===== config.mk =====
export PLATFORM = sky130hd
export DESIGN_NAME = atomic_rmw_unit
export DESIGN_NICKNAME = d
export VERILOG_FILES = /design/src/rtl/atomic_rmw_unit.sv
export SDC_FILE = /design/constraint.sdc
export NUM_CORES = 1
export LEC_CHECK = 0
export BUFFER_PORTS_ARGS = -buffer_cell sky130_fd_sc_hd__buf_2
export CELL_PAD_IN_SITES_DETAIL_PLACEMENT = 1
export CELL_PAD_IN_SITES_GLOBAL_PLACEMENT = 2
export CORE_MARGIN = 2
export CORE_UTILIZATION = 32
export DETAILED_ROUTE_END_ITERATION = 6
export MAX_ROUTING_LAYER = met4
export PLACE_DENSITY = 0.79
export SLEW_MARGIN = 20
export SYNTH_ARGS = -nofsm -noshare
export SYNTH_HDL_FRONTEND = slang
export SYNTH_SLANG_ARGS = --single-unit

===== constraint.sdc =====
create_clock -name clk -period 2.5 [get_ports clk]
set_input_delay 0.375 -clock clk [delete_from_list [all_inputs] [get_ports clk]]
set_output_delay 0.375 -clock clk [all_outputs]
set_load 0.01 [all_outputs]

===== src/rtl/atomic_rmw_unit.sv =====
module atomic_rmw_unit #(
  parameter int DW = 32,
  parameter int AW = 32,
  parameter int OW = 10
) (
  input  logic          clk,
  input  logic          rst_n,
  input  logic          start,
  input  logic          op,
  input  logic [1:0]    amode,
  input  logic [DW-1:0] data_even,
  input  logic [DW-1:0] data_odd,
  input  logic [AW-1:0] base_in,
  input  logic [OW-1:0] offset,
  output logic          busy,
  output logic          done,
  output logic [DW-1:0] old_word,
  output logic [AW-1:0] base_out,
  output logic          mem_req,
  output logic          mem_we,
  output logic [AW-1:0] mem_addr,
  output logic [DW-1:0] mem_wdata,
  input  logic [DW-1:0] mem_rdata,
  input  logic          mem_ack,
  output logic          mem_lock
);

  typedef enum logic [2:0] {S_IDLE, S_RD, S_RWT, S_WR, S_WWT, S_DONE} st_t;

  st_t           st;
  logic          op_q;
  logic [DW-1:0] val_q, key_q, old_q, wd_q;
  logic [AW-1:0] ea_q, nb_q;

  wire [AW-1:0] off_ext = {{(AW-OW){offset[OW-1]}}, offset};
  wire [AW-1:0] sum     = base_in + off_ext;
  wire          post    = (amode == 2'b01);
  wire          pre     = (amode == 2'b10);

  wire [DW-1:0] cas_val = (mem_rdata == key_q) ? val_q : mem_rdata;
  wire [DW-1:0] msk_val = (val_q & key_q) | (mem_rdata & ~key_q);

  always_ff @(posedge clk or negedge rst_n) begin
    if (!rst_n) begin
      st    <= S_IDLE;
      op_q  <= 1'b0;
      val_q <= '0;
      key_q <= '0;
      old_q <= '0;
      wd_q  <= '0;
      ea_q  <= '0;
      nb_q  <= '0;
    end else begin
      case (st)
        S_IDLE: if (start) begin
          op_q  <= op;
          val_q <= data_even;
          key_q <= data_odd;
          ea_q  <= post ? base_in : sum;
          nb_q  <= (post || pre) ? sum : base_in;
          st    <= S_RD;
        end
        S_RD:  st <= S_RWT;
        S_RWT: if (mem_ack) begin
          old_q <= mem_rdata;
          wd_q  <= op_q ? msk_val : cas_val;
          st    <= S_WR;
        end
        S_WR:   st <= S_WWT;
        S_WWT:  if (mem_ack) st <= S_DONE;
        S_DONE: st <= S_IDLE;
        default: st <= S_IDLE;
      endcase
    end
  end

  assign busy      = (st != S_IDLE);
  assign done      = (st == S_DONE);
  assign old_word  = old_q;
  assign base_out  = nb_q;
  assign mem_req   = (st == S_RD) || (st == S_WR);
  assign mem_we    = (st == S_WR);
  assign mem_addr  = ea_q;
  assign mem_wdata = wd_q;
  assign mem_lock  = (st == S_RD) || (st == S_RWT) || (st == S_WR) || (st == S_WWT);

  AST_REQ_LOCKED: assert property (@(posedge clk) disable iff (!rst_n)
    mem_req |-> mem_lock);
  AST_READ_FIRST: assert property (@(posedge clk) disable iff (!rst_n)
    $rose(mem_lock) |-> (mem_req && !mem_we));
  AST_UNLOCK_DONE: assert property (@(posedge clk) disable iff (!rst_n)
    done |-> !mem_lock);
  AST_DONE_PULSE: assert property (@(posedge clk) disable iff (!rst_n)
    done |=> !done);
  AST_IDLE_QUIET: assert property (@(posedge clk) disable iff (!rst_n)
    !busy |-> (!mem_req && !mem_lock));
  AST_ADDR_HELD: assert property (@(posedge clk) disable iff (!rst_n)
    (mem_lock && $past(mem_lock)) |-> $stable(mem_addr));

endmodule


==> impl_metrics.env <==
export IMPL_use_met1=0.263
export IMPL_final_common_cell="nand2_1"
export IMPL_clockBufferDepth=2
export IMPL_postSynthCellCount=1124
export IMPL_grt_use_total=0.219
export IMPL_min_delay_start="data_odd[16]"
export IMPL_first_global_vias=10143
export IMPL_crit_chain="buf_8, ha_4, fa_2, a21oi_4, o21ai_2, a21oi_2, o211ai_1, a21oi_2, buf_4, o21ai_4, a21o_1, a211o_1, nand3_2, nand3_2"
export IMPL_htreeDepth=4
export IMPL_grt_pass1_wl_mm=55.3
export IMPL_grt_max_degree=99
export IMPL_ys_seq_elements=196
export IMPL_fin_crit_ps=2460
export IMPL_worst_pin_slew_ps=682
export IMPL_dr_pass1_iters=4
export IMPL_setup_slack_ps=44.0
export IMPL_wire_per_inst_um=18.3
export IMPL_slew_viol_final=0
export IMPL_slowest_stage="fa_2"
export IMPL_ant_nets=0
export IMPL_crit_family="compound AO/OA/AOI/OAI gates"
export IMPL_syn_to_final_growth_pct=37.6
export IMPL_fin_skew_ps=16.6
export IMPL_cpPeakStageDelay_ps=370
export IMPL_regToRegStartpoint="key_q[2]$_DFFE_PN0P_"
export IMPL_dr_first_iter_drc_count=389
export IMPL_die_h_um=185
export IMPL_syn_nets=1302
export IMPL_fin_util=0.444
export IMPL_rsz0062_at_grt="yes"
export IMPL_dp_hpwl_mm=26.9
export IMPL_clkLatencyLatePin_ps=470
export IMPL_portBuffers=277
export IMPL_synthArstFlopShare=1.00
export IMPL_slew_headroom=0.546
export IMPL_via_per_inst=4.90
export IMPL_final_hold_viol_count=0
export IMPL_min_path_type="input port to flip-flop"
export IMPL_ys_seq_area_frac=0.470
export IMPL_yosysWarnings=0
export IMPL_start_kind="input port"
export IMPL_fin_nets=1689
export IMPL_die_area_um2=34000
export IMPL_drc_errors=0
export IMPL_synth_edff_count=0
export IMPL_grt_remaining_overflow=0
export IMPL_r2r_setup_slack_ps=80
export IMPL_antenna_found_initial=4
export IMPL_top_usage_layer="met2"
export IMPL_layout_drive_gt1_share=0.384
export IMPL_cts_tree="yes"
export IMPL_synth_top_area_frac=0.470
export IMPL_start_util=0.323
export IMPL_max_vdd_ir_drop_v=0.000515
export IMPL_cp_max_fo=3
export IMPL_critPathCaptureType="flip-flop"
export IMPL_hold_ws_ps=93.2
export IMPL_syn_cell_area_um2=10400
export IMPL_leakagePower_nw=7.14
export IMPL_setup_viol=0
export IMPL_critPathKind="input port to flip-flop"
export IMPL_rows=66
export IMPL_gp_congestion=0.880
export IMPL_required_ps=2850
export IMPL_ios=278
export IMPL_clkTransAtPathRegs_ps=90
export IMPL_use_met3=0.0371
export IMPL_syn_avg_cell_area_um2=9.28
export IMPL_cap_violations=0
export IMPL_cts_made_buffers=17
export IMPL_status="finished, final reports clean"
export IMPL_dpl_worst_slack_ps=-619
export IMPL_power_density_nw_per_um2=1050
export IMPL_die_w_um=185
export IMPL_grtUsageMet2=0.380
export IMPL_synth_flop_cell="dfrtp_1"
export IMPL_cts_root_buf="clkbuf_16"
export IMPL_cts_sinks=196
export IMPL_cp_buffers_inverters=2
export IMPL_max_freq_mhz=407
export IMPL_vias=9649
export IMPL_min_period_over_period=0.982
export IMPL_synth_area_leader_cell="dfrtp_1"
export IMPL_synth_distinct_cells=59
export IMPL_wirelength_mm=36.1
export IMPL_worstPathArrival_ps=2810
export IMPL_synth_area_top_cells="dfrtp_1 47%, nand2_1 10%, mux2i_1 6.1%, a21oi_1 4.2%, ha_1 3.8%"
export IMPL_core_area_um2=32300
export IMPL_final_cell_mix="282 x nand2_1, 272 x buf_2, 195 x dfrtp_1"
export IMPL_crit_start="base_in[0]"
[where the power goes]
group	internal (mW)	total [mW]	switching (mW)	leakage, nW
Combinational	2.87	6.60	3.73	4.52
Clock	1.33	2.80	1.47	0.271
Sequential	4.71	5.69	0.977	2.35
Total	8.91	15.1	6.17	7.14
[worst register-to-register path, stage by stage, from the launching register on]
cell and delay, ps:
dfrtp_1 400, xnor2_1 150, buf_4 140, nand4_1 180, nor4_2 280, nand4_1 190
a2111oi_4 280, buf_6 190, buf_12 140, a21oi_4 40, mux2i_2 220, a21oi_1 90
[cells by family (layout without fill, tap and decap cells)]
logic type | count (synthesis) | in the layout | synth area share
mux | 96 | 96 | 0.0960
simple gates | 432 | 432 | 0.175
compound gates | 234 | 234 | 0.138
other cells | 0 | 3 | 0
xor+xnor | 56 | 56 | 0.0470
flops | 196 | 196 | 0.470
buf+inv | 77 | 477 | 0.0326
fa+ha+maj | 33 | 33 | 0.0403
[state kept, by name (all words and copies together), names as in the netlist]
register / count
mem_addr: 32
old_word: 32
base_out: 32
key_q: 32
st: 3
val_q: 32
mem_wdata: 32
op_q: 1
[per-layer routing]
metal | vias up | routed length [µm] | share of wire
li1 | 4604 | - | -
met1 | 4780 | 15400 | 0.43
met2 | 229 | 18300 | 0.51
met3 | 36 | 1930 | 0.053
met4 | 0 | 473 | 0.013
met5 | - | 0 | 0
[final cells by class]
class / instances / area (µm²)
Fill cell: 3790 / 17900
Multi-Input combinational cell: 851 / 5570
Sequential cell: 196 / 4910
Timing Repair Buffer: 430 / 2690
Tap cell: 442 / 553
Clock buffer: 18 / 429
Clock inverter: 14 / 140
Inverter: 15 / 56.3
Antenna cell: 3 / 7.51
[cell usage after synthesis (all sizes together) (2+ instances only)]
cell type	count
nand2	283
dfrtp	196
a21oi	117
nor2	71
o21ai	65
mux2i	64
clkbuf	49
xnor2	38
ha	32
mux2	32
nand3	23
xor2	18
inv	15
a31oi	14
a21o	13
buf	12
and3	9
nand4	8
nand2b	5
a2111oi	4
and2	4
nor2b	4
nor3	4
a211o	3
nor3b	3
nor4	3
o21a	3
or2	3
or3	3
a211oi	2
a221o	2
nand3b	2
nor4b	2
o211ai	2
o21bai	2
o31ai	2
or4	2
[timing repair]
| action | in CTS | in global routing |
|---|---|---|
| buffers inserted | 2 | 6 |
| pin swaps | 4 | 39 |
| setup endpoints to repair | 36 | 61 |
| hold buffers | 1 | 0 |
| hold endpoints to repair | 42 | 0 |
| cloned | 0 | 0 |
| resized for setup | 8 | 61 |
[worst paths after layout]
check                                       endpoint  depth (start not counted)
max                         mem_addr[24]$_DFFE_PN0P_                         14
max reg2reg                mem_wdata[23]$_DFFE_PN0P_                         11
min                            key_q[16]$_DFFE_PN0P_                          3
max in group asynchronous   mem_wdata[8]$_DFFE_PN0P_                          3
min in group asynchronous    old_word[7]$_DFFE_PN0P_                          2
min reg2reg                    val_q[26]$_DFFE_PN0P_                          2
[per-stage QoR]
stage               total power, mW  instances  setup TNS (ps)  area (µm²)
detailed placement             12.3       1925          -20770       13300
floorplan                      9.29       1124           -20.9       10400
global placement               12.0       1925          -15370       13300
global route                   16.2       1969            -852       14300
CTS                            15.1       1960               0       13900
finish                         15.1       1969               0       14300
No activity file was read; power rests on OpenSTA's default activity.
